[src/rtl/tsc_pkg.sv]
package tsc_pkg;
  typedef enum logic [3:0] {
    MD_INTERVAL = 4'd0,
    MD_CAPTURE  = 4'd1,
    MD_CNTCAP   = 4'd2,
    MD_CAP_ONE  = 4'd3,
    MD_CAP_GATE = 4'd4,
    MD_EVENT    = 4'd5,
    MD_UPDOWN   = 4'd6,
    MD_ONECNT   = 4'd7,
    MD_PULSE1   = 4'd8
  } mode_e;

  localparam int unsigned MODE_W = 4;

  // Interval behaviour also covers the unassigned codes 9..15.
  function automatic logic counts_down(input logic [MODE_W-1:0] m);
    return (m == MD_INTERVAL) || (m > MD_PULSE1);
  endfunction
endpackage

[src/rtl/tsc_cfg_regs.sv]
module tsc_cfg_regs
  import tsc_pkg::*;
#(
  parameter int unsigned CNT_W = 16
) (
  input  logic              clk_i,
  input  logic              rst_ni,
  input  logic              lock_i,
  input  logic              cfg_we_i,
  input  logic [MODE_W-1:0] cfg_mode_i,
  input  logic              cfg_sirq_i,
  input  logic              data_we_i,
  input  logic [CNT_W-1:0]  data_i,
  output logic [MODE_W-1:0] mode_o,
  output logic              sirq_o,
  output logic [CNT_W-1:0]  data_o
);
  logic [MODE_W-1:0] mode_q;
  logic              sirq_q;
  logic [CNT_W-1:0]  data_q;

  always_ff @(posedge clk_i or negedge rst_ni) begin
    if (!rst_ni) begin
      mode_q <= '0;
      sirq_q <= 1'b0;
    end else if (cfg_we_i && !lock_i) begin
      mode_q <= cfg_mode_i;
      sirq_q <= cfg_sirq_i;
    end
  end

  always_ff @(posedge clk_i or negedge rst_ni) begin
    if (!rst_ni)        data_q <= '0;
    else if (data_we_i) data_q <= data_i;
  end

  assign mode_o = mode_q;
  assign sirq_o = sirq_q;
  assign data_o = data_q;

  // configuration is frozen while counting
  a_r5_cfg_locked: assert property (@(posedge clk_i) disable iff (!rst_ni)
    (lock_i && cfg_we_i) |=> ($stable(mode_q) && $stable(sirq_q)));
endmodule

[src/rtl/tsc_trig_sync.sv]
module tsc_trig_sync #(
  parameter int unsigned SYNC_STAGES = 2
) (
  input  logic clk_i,
  input  logic rst_ni,
  input  logic trig_i,
  output logic rise_o
);
  localparam int unsigned LAST = SYNC_STAGES - 1;

  logic [SYNC_STAGES-1:0] stage_q;
  logic                   prev_q;

  generate
    for (genvar g = 0; g < SYNC_STAGES; g++) begin : g_stage
      if (g == 0) begin : g_first
        always_ff @(posedge clk_i or negedge rst_ni) begin
          if (!rst_ni) stage_q[g] <= 1'b0;
          else         stage_q[g] <= trig_i;
        end
      end else begin : g_next
        always_ff @(posedge clk_i or negedge rst_ni) begin
          if (!rst_ni) stage_q[g] <= 1'b0;
          else         stage_q[g] <= stage_q[g-1];
        end
      end
    end
  endgenerate

  always_ff @(posedge clk_i or negedge rst_ni) begin
    if (!rst_ni) prev_q <= 1'b0;
    else         prev_q <= stage_q[LAST];
  end

  assign rise_o = stage_q[LAST] && !prev_q;

  // an edge report never lasts two cycles
  a_r8_rise_single: assert property (@(posedge clk_i) disable iff (!rst_ni)
    rise_o |=> !rise_o);
endmodule

[src/rtl/tsc_start_policy.sv]
module tsc_start_policy
  import tsc_pkg::*;
(
  input  logic [MODE_W-1:0] mode_i,
  input  logic              sirq_i,
  output logic              allow_o
);
  always_comb begin
    unique case (mode_i)
      MD_INTERVAL, MD_CAPTURE, MD_CNTCAP,
      MD_CAP_ONE, MD_CAP_GATE, MD_EVENT, MD_UPDOWN: allow_o = sirq_i;
      MD_ONECNT:  allow_o = 1'b0;
      MD_PULSE1:  allow_o = 1'b1;
      default:    allow_o = 1'b0;
    endcase
  end
endmodule

[src/rtl/tsc_counter.sv]
module tsc_counter #(
  parameter int unsigned CNT_W = 16
) (
  input  logic             clk_i,
  input  logic             rst_ni,
  input  logic             run_i,
  input  logic             hold_i,
  input  logic             load_i,
  input  logic             down_i,
  input  logic [CNT_W-1:0] reload_i,
  output logic [CNT_W-1:0] cnt_o,
  output logic             uf_o
);
  logic [CNT_W-1:0] cnt_q;
  logic             zero;

  assign zero = (cnt_q == '0);
  assign uf_o = run_i && down_i && zero;

  always_ff @(posedge clk_i or negedge rst_ni) begin
    if (!rst_ni)     cnt_q <= '0;
    else if (hold_i) cnt_q <= cnt_q;
    else if (load_i) cnt_q <= reload_i;
    else if (run_i) begin
      if (down_i) cnt_q <= zero ? reload_i : cnt_q - 1'b1;
      else        cnt_q <= cnt_q + 1'b1;
    end
  end

  assign cnt_o = cnt_q;

  // countdown step
  a_r9_decrement: assert property (@(posedge clk_i) disable iff (!rst_ni)
    (run_i && !hold_i && !load_i && down_i && cnt_q != '0)
      |=> cnt_q == CNT_W'($past(cnt_q) - 1'b1));
  // reload at zero
  a_r9_reload: assert property (@(posedge clk_i) disable iff (!rst_ni)
    (run_i && !hold_i && !load_i && down_i && cnt_q == '0)
      |=> cnt_q == $past(reload_i));
endmodule

[src/rtl/tmr_chan_start_irq.sv]
module tmr_chan_start_irq
  import tsc_pkg::*;
#(
  parameter int unsigned CNT_W       = 16,
  parameter int unsigned SYNC_STAGES = 2
) (
  input  logic             clk_i,
  input  logic             rst_ni,
  input  logic             cfg_we_i,
  input  logic [3:0]       cfg_mode_i,
  input  logic             cfg_sirq_i,
  input  logic             data_we_i,
  input  logic [CNT_W-1:0] data_i,
  input  logic             run_set_i,
  input  logic             run_clr_i,
  input  logic             restart_i,
  input  logic             trig_i,
  output logic             run_o,
  output logic [3:0]       mode_o,
  output logic             sirq_o,
  output logic [CNT_W-1:0] cnt_o,
  output logic             irq_o
);
  logic              run_q, irq_q;
  logic [MODE_W-1:0] mode_q;
  logic              sirq_q, allow, trig_rise, uf;
  logic [CNT_W-1:0]  reload;
  logic              ev_start, ev_restart, ev_trig, ev_any;

  tsc_cfg_regs #(.CNT_W(CNT_W)) u_cfg (
    .clk_i, .rst_ni, .lock_i(run_q),
    .cfg_we_i, .cfg_mode_i, .cfg_sirq_i,
    .data_we_i, .data_i,
    .mode_o(mode_q), .sirq_o(sirq_q), .data_o(reload)
  );

  tsc_trig_sync #(.SYNC_STAGES(SYNC_STAGES)) u_sync (
    .clk_i, .rst_ni, .trig_i, .rise_o(trig_rise)
  );

  tsc_start_policy u_pol (.mode_i(mode_q), .sirq_i(sirq_q), .allow_o(allow));

  assign ev_start   = run_set_i && !run_clr_i && !run_q;
  assign ev_restart = restart_i && !run_clr_i && run_q;
  assign ev_trig    = trig_rise && !run_clr_i && run_q;
  assign ev_any     = ev_start || ev_restart || ev_trig;

  tsc_counter #(.CNT_W(CNT_W)) u_cnt (
    .clk_i, .rst_ni,
    .run_i(run_q), .hold_i(run_clr_i), .load_i(ev_any),
    .down_i(counts_down(mode_q)), .reload_i(reload),
    .cnt_o, .uf_o(uf)
  );

  always_ff @(posedge clk_i or negedge rst_ni) begin
    if (!rst_ni)        run_q <= 1'b0;
    else if (run_clr_i) run_q <= 1'b0;
    else if (run_set_i) run_q <= 1'b1;
  end

  // One merged pulse: start permission OR underflow
  always_ff @(posedge clk_i or negedge rst_ni) begin
    if (!rst_ni) irq_q <= 1'b0;
    else         irq_q <= (ev_any && allow) || uf;
  end

  assign run_o  = run_q;
  assign mode_o = mode_q;
  assign sirq_o = sirq_q;
  assign irq_o  = irq_q;

  // one-count start is silent
  a_r3_onecnt_quiet: assert property (@(posedge clk_i) disable iff (!rst_ni)
    (ev_any && mode_q == MD_ONECNT) |=> !irq_o);
  // pulse one-count start always fires
  a_r4_pulse1_fires: assert property (@(posedge clk_i) disable iff (!rst_ni)
    (ev_any && mode_q == MD_PULSE1) |=> irq_o);
  // interval start with bit clear stays silent unless underflow
  a_r1_interval_gated: assert property (@(posedge clk_i) disable iff (!rst_ni)
    (ev_any && mode_q == MD_INTERVAL && !sirq_q && !uf) |=> !irq_o);
  // start from stopped raises run flag
  a_r6_start_runs: assert property (@(posedge clk_i) disable iff (!rst_ni)
    (run_set_i && !run_clr_i && !run_o) |=> run_o);
  // unused codes never give a start interrupt
  a_r11_unused_quiet: assert property (@(posedge clk_i) disable iff (!rst_ni)
    (ev_any && mode_q > MD_PULSE1 && !uf) |=> !irq_o);
endmodule

[config.mk]
export PLATFORM = sky130hd
export DESIGN_NAME = tmr_chan_start_irq
export DESIGN_NICKNAME = d
export VERILOG_FILES = /design/src/rtl/tsc_pkg.sv /design/src/rtl/tsc_cfg_regs.sv /design/src/rtl/tsc_trig_sync.sv /design/src/rtl/tsc_start_policy.sv /design/src/rtl/tsc_counter.sv /design/src/rtl/tmr_chan_start_irq.sv
export SDC_FILE = /design/constraint.sdc
export NUM_CORES = 1
export LEC_CHECK = 0
export BUFFER_PORTS_ARGS = -buffer_cell sky130_fd_sc_hd__buf_2
export CORE_AREA = 3 3 75 77
export CTS_CLUSTER_SIZE = 40
export DETAILED_ROUTE_END_ITERATION = 8
export DIE_AREA = 0 0 78 80
export HOLD_SLACK_MARGIN = 0.06
export PLACE_DENSITY_LB_ADDON = 0.05
export SLEW_MARGIN = 10
export SYNTH_ARGS = -nofsm -noshare
export SYNTH_HDL_FRONTEND = slang
export SYNTH_HIERARCHICAL = 1
export SYNTH_SLANG_ARGS = --single-unit
export TNS_END_PERCENT = 100
[constraint.sdc]
create_clock -name clk_i -period 3.1 [get_ports clk_i]
set_input_delay 0.62 -clock clk_i [delete_from_list [all_inputs] [get_ports clk_i]]
set_output_delay 0.62 -clock clk_i [all_outputs]
set_load 0.02 [all_outputs]
# ---- After elaboration in Yosys (flattened, before gate mapping)
# Index checks and enable logic that the tools add are counted.
dict set report classes {
  n_addsub 2
  multipliers 0
  div_mod_pow 0
  n_lt_le_gt_ge 1
  n_eq_ne 7
  shifts 0
  mux 7
  bitwise_logic 1
  n_reduce_logical 24
}
# op n
set ops {}
lappend ops {{16-bit 2-to-1 mux} 4}
lappend ops {{16-bit by 1-bit adder with 16-bit output, second input constant} 1}
lappend ops {{16-bit zero test} 1}
lappend ops {{16-bit by 1-bit subtractor with 16-bit output, second input constant} 1}
lappend ops {{4-bit by 3-bit == test with 1-bit output, second input constant} 3}
lappend ops {{1-bit logical AND} 11}
lappend ops {{4-bit by 2-bit == test with 1-bit output, second input constant} 2}
lappend ops {{7-bit OR reduction} 1}
lappend ops {{4-bit by 1-bit == test with 1-bit output, second input constant} 1}
lappend ops {{4-bit == test, second input constant} 1}
lappend ops {{4-bit > comparator, second input constant} 1}
lappend ops {{4-bit zero test} 1}
lappend ops {{1-bit logical OR} 4}
lappend ops {{2-bit nonzero test} 2}
lappend ops {{1-bit zero test} 3}
lappend ops {{1-bit 2-to-1 mux} 2}
lappend ops {{1-bit one-hot mux with 2 select lines} 1}
lappend ops {{2-bit AND reduction} 1}
lappend ops {{1-bit NOT} 1}
dict set report word_totals {
  ff_bits 42
  latchBits 0
  ramBits 0
  romBits 0
  inputBits 29
  wordCells 51
  memories 0
}

# ---- Longest topological paths before layout
dict set report depth {
  ltp_word 7
  depth_mapped 10
}

# ---- Modules after synthesis
# Netlist, hierarchy kept.
# module instances cells_per_inst area_per_inst_um2 seq_area_each_um2
set by_module_without_submodules {}
lappend by_module_without_submodules {tsc_counter 1 216 1695.4 400.4}
lappend by_module_without_submodules {tsc_cfg_regs 1 45 844.6 525.5}
lappend by_module_without_submodules {tmr_chan_start_irq 1 11 112.6 50.0}
lappend by_module_without_submodules {tsc_trig_sync 1 4 88.8 75.1}
lappend by_module_without_submodules {tsc_start_policy 1 6 30.0 0.0}

# ---- Least setup slack after synthesis
# Ideal clock, no wire load.
dict set report synth_timing {
  path_kind {reg2reg}
  startpoint {register run_q (netlist: run_o)}
  endpoint {register u_cnt.cnt_q[6] (netlist: u_cnt/cnt_o[6])}
  arrival_time_ps 2137
  t_required_ps 3017
  setup_slack_ps 880
  path_stages_with_launch 10
  n_path_buf 2
  synth_period_minus_slack_ps 2220
  cell_sequence {dfrtp_1 nor3b_2 nor3_1 clkbuf_1 nor2_1 nor2_1 clkbuf_1 nand2_1 a2bb2oi_1 o21ai_0}
}
dict set report synth_between {
  elab_chain_len 6
  word_cells_on_any_way 9
}
# element line_no
set synth_lines {}
lappend synth_lines {{from (decl)} tmr_chan_start_irq.sv:24} ;# logic run_q, irq_q;
lappend synth_lines {{from (signal assigned)} tmr_chan_start_irq.sv:56} ;# if (!rst_ni) run_q <= 1'b0;
lappend synth_lines {{from (signal assigned)} tmr_chan_start_irq.sv:57} ;# else if (run_clr_i) run_q <= 1'b0;
lappend synth_lines {{from (signal assigned)} tmr_chan_start_irq.sv:58} ;# else if (run_set_i) run_q <= 1'b1;
lappend synth_lines {{1-bit zero test} tmr_chan_start_irq.sv:43} ;# assign ev_start = run_set_i && !run_clr_i && !run_q;
lappend synth_lines {{1-bit logical AND} tmr_chan_start_irq.sv:43}
lappend synth_lines {{1-bit logical OR} tmr_chan_start_irq.sv:46} ;# assign ev_any = ev_start || ev_restart || ev_trig;
lappend synth_lines {{1-bit logical OR (*)} tmr_chan_start_irq.sv:46}
lappend synth_lines {{named net ev_any} tmr_chan_start_irq.sv:28} ;# logic ev_start, ev_restart, ev_trig, ev_any;
lappend synth_lines {{2-bit nonzero test (no source line)} -}
lappend synth_lines {{2-bit AND reduction (no source line)} -}
lappend synth_lines {{to (signal assigned)} tsc_counter.sv:23} ;# else if (load_i) cnt_q <= reload_i;
lappend synth_lines {{to (signal assigned)} tsc_counter.sv:25} ;# if (down_i) cnt_q <= zero ? reload_i : cnt_q - 1'b1;
lappend synth_lines {{to (signal assigned)} tsc_counter.sv:26} ;# else cnt_q <= cnt_q + 1'b1;
lappend synth_lines {{to (decl)} tsc_counter.sv:14} ;# logic [CNT_W-1:0] cnt_q;
# Mark *: on every way through the listed nets, which the timed path passes. The rest lies on a longest branch.
# A chain may end at the register's enable or synchronous reset.

# ---- Worst setup path in the final report
dict set report layout_timing {
  startpoint {register u_cnt.cnt_q[0] (netlist: u_cnt/cnt_o[0])}
  endpoint {register u_cnt.cnt_q[9] (netlist: u_cnt/cnt_o[9])}
}
dict set report layout_between {
  elab_chain_len 5
  word_cells_on_any_way 7
}
# element line_no
set layout_lines {}
lappend layout_lines {{from (signal assigned)} tsc_counter.sv:22} ;# else if (hold_i) cnt_q <= cnt_q;
lappend layout_lines {{from (signal assigned)} tsc_counter.sv:23}
lappend layout_lines {{from (signal assigned)} tsc_counter.sv:25}
lappend layout_lines {{16-bit by 1-bit subtractor with 16-bit output / 16-bit zero test (equally long branches)} {tsc_counter.sv:25, tsc_counter.sv:17}}
lappend layout_lines {{16-bit 2-to-1 mux} tsc_counter.sv:25}
lappend layout_lines {{16-bit 2-to-1 mux (*)} tsc_counter.sv:25}
lappend layout_lines {{16-bit 2-to-1 mux (*)} tsc_counter.sv:24} ;# else if (run_i) begin
lappend layout_lines {{16-bit 2-to-1 mux (*)} tsc_counter.sv:23}
# Mark *: on every way between the ends. The rest lies on a longest branch, timed or not. The select of a mux whose other input is x is not followed.

==> results.md <==
- Status: complete, no violations
- Final worst slack: 0.414 ns
- WP data arrival: 2.86 ns
- Post-CTS setup buffer count: 0
- GR Overflow Total: 0
- Dpl ws: 0.469 ns
- Post-CTS Hold Fix Bufs: 0
- Library cells used by synthesis: 66
- Net Sw Frac: 44.8%
- Vias in the first global route: 2,220
- PwrDens: 689 mW/mm^2
- Post-synthesis cell area: 0.00277 sq mm
- Critical-path maximum fanout: 8
- Non-Filler Instances: 398
- Syn Nets: 314
- P_sw: 972 uW
- WL per Instance: 17.7 microns
- LEAKAGE: 1.35 nW
- Largest net degree at the start of global routing: 43
- Tcrit/Tclk final: 86.6%
- H-Tree Depth: 2
- Dpl cells: 390
- Peak per-stage delay on the critical path: 0.56 ns
- Dpl hpwl: 5.07 mm
- Port Buf Inserts: 51
- Skew-Pair Late Insertion Delay: 0.29 ns
- Core region area: 0.00507 sq mm
- Fin crit period: 2.69 ns
- Crit start category: flip-flop
- Reg power frac: 43.0%
- RSZ-0062 raised after global routing: no
- Post-Synthesis Cells: 282
- First-pass GRT wire length: 11.7 mm
- DP Area: 0.00306 sq mm
- CTS Sinks: 42
- Post-DR vias/cell: 6.19
- Number of synthesized flops with an enable pin: 0
- Worst min path class: reg2reg
- CP Cell Sequence: inv_1 -> ha_1 -> nor4b_2 -> and3_1 -> a31oi_1 -> buf_4 -> nor2_1 -> a221o_1
- # DRC: 0
- GRT Util Overall: 23.7%
- Comb pwr share: 41.0%
- CTS tree: done
- Rel. slew slack: 38.4%
- Boundary pin count: 52
- Pint: 1.20 mW
- Clock group share of total power: 16.0%
- DIE WIDTH: 78 microns
- Fin. Hold Viols: 0
- DR top layer: met4
- Final number of setup-violating endpoints: 0
- Most common cell after layout, fill and taps aside: buf_2
- Clock Path Buffers: 2
- Antenna violations before repair: 0
- # rows: 26
- Sum Neg Setup Slack: 0 ns
- Worst path required time: 3.28 ns
- CTS Root Cell: clkbuf_8
- Worst slew pin tran: 0.924 ns
- DR vias: 2,464
- Routed wl met3: 621 microns
- M1 wire length: 3.20 mm
- Die ar.: 0.00624 sq mm
- CP endpoint kind: flip-flop
- Initial Utilization: 54.6%
- Highest clock rate: 0.372 GHz
- Setup Skew: 0.00636 ns
- Clock slew at the register clock pins of the worst setup and hold paths: 0.08 ns
- Iter 0 DRT Violations: 267
- Ys async rst share: 100%
- Num CTS Buffers: 5
- Cts repair resizes: 0
- Antenna-violating nets left: 0
- DRT Pass-1 Iters: 5
- Layout cells sized above 1: 33.5%
- Syn. warnings: 6
- Area growth syn-to-layout: 13.7%
- Crit Path Class: reg2reg
- Die Ht: 80 microns
- Most frequent cells in the layout: buf_2 (51), dfrtp_1 (42), nor2_1 (22)
- Top FF cell, synth: dfrtp_1
- Seq cells post-synth: 42
- Seq/Total Area, Yosys: 37.9%
- Fin area: 0.00315 sq mm
- Mean post-synth cell area: 9.83 sq um
- Antenna cells: 0
- Total Power: 2.17 mW
- CP max stage cell: a31oi_1
- RePlAce Congestion: 0.907
- WL met2: 3.04 mm
- Post-Route WL: 7.03 mm
- Nets: 359
- Final Max Slew Viols: 0
- Worst VDD drop: 0.000294 V
- Max-Cap Viols: 0
==> power by group through the flow <==
stage	Combinational [mW]	Sequential, mW	Clock [mW]
after floorplan	0.637	0.908	0
after global routing	0.960	0.970	0.382
after detailed placement	0.876	0.944	0
after CTS	0.882	0.933	0.359
final	0.889	0.933	0.347
after global placement	0.876	0.938	0
==> metrics by stage <==
stage	util, %	hold WS (ns)
after floorplan	-	0.324
after global placement	60.4	0.336
after detailed placement	60.4	0.338
after CTS	62.1	0.356
after global routing	62.1	0.376
final	62.1	0.354
==> state kept, by name, summed over array words and instances (netlist names) <==
signal and count:
u_cfg/data_o 16, u_cnt/cnt_o 16, u_cfg/mode_o 4, u_sync/stage_q 2
irq_o 1, run_o 1, u_cfg/sirq_o 1, u_sync/prev_q 1
==> synthesized netlist by cell type, types with 3 or more instances <==
library cell	number	area share, %
a21oi_1	11	2.0
a2bb2oi_1	4	1.3
a31oi_1	4	0.90
and3_1	3	0.68
buf_2	6	1.1
clkbuf_1	11	1.5
dfrtp_1	42	38
ha_1	3	1.4
inv_1	10	1.4
mux2_2	13	5.3
mux2_4	10	5.4
mux2i_1	3	1.1
nand2_1	16	2.2
nand3_1	13	2.3
nand4_1	6	1.4
nor2_1	22	3.0
nor3_1	11	2.0
nor4_1	4	0.90
nor4_4	3	2.3
o21ai_0	14	2.5
o31ai_1	3	0.81
o32a_1	3	1.1
or2_2	4	0.90
xnor2_1	6	1.9
==> cell type report <==
class | count | area, sq um
Clock buffer | 6 | 72.6
Clock inverter | 2 | 13.8
Fill cell | 491 | 1920
Inverter | 10 | 37.5
Multi-Input combinational cell | 209 | 1570
Sequential cell | 42 | 1050
Tap cell | 70 | 87.6
Timing Repair Buffer | 59 | 315
==> critical path: cells and delay by family, from the launching register on <==
family	cells	cell delay, ns
fa+ha+maj	1	0.22
compound gates	2	0.91
simple gates	3	0.51
flops	1	0.52
buf+inv	2	0.43
==> layer usage <==
metal  up-vias  global-route usage (%)
li1       1149                       -
met1      1155                    35.7
met2       143                    34.1
met3        17                    3.84
met4         0                    8.39
met5         -                       0
==> logic make-up (layout without fill, tap and decap cells) <==
logic type	Yosys count	after routing	share of synthesized area [%]
buffers and inverters	31	77	5.60
adders and majority gates	3	3	1.35
xor gates and xnor gates	8	8	2.53
DFF	42	42	37.9
AOI/OAI and AO/OA	69	69	17.9
muxes	26	26	11.8
and+or+nand+nor	103	103	22.9
==> path summary, 6_finish.rpt <==
check,from,endpoint,slack (ns),cells after the start
min in group asynchronous,rst_ni,u_cfg/data_o[13],0.47,1
hold reg to reg,u_sync/stage_q[0],u_sync/stage_q[1],0.35,0
max in group asynchronous,rst_ni,u_cnt/cnt_o[2],2.05,1
setup reg to reg,u_cnt/cnt_o[0],u_cnt/cnt_o[9],0.41,8
setup / recovery,u_cnt/cnt_o[0],u_cnt/cnt_o[9],0.41,8
hold / removal,u_sync/stage_q[0],u_sync/stage_q[1],0.35,0
(Power assumes the default switching activity.)
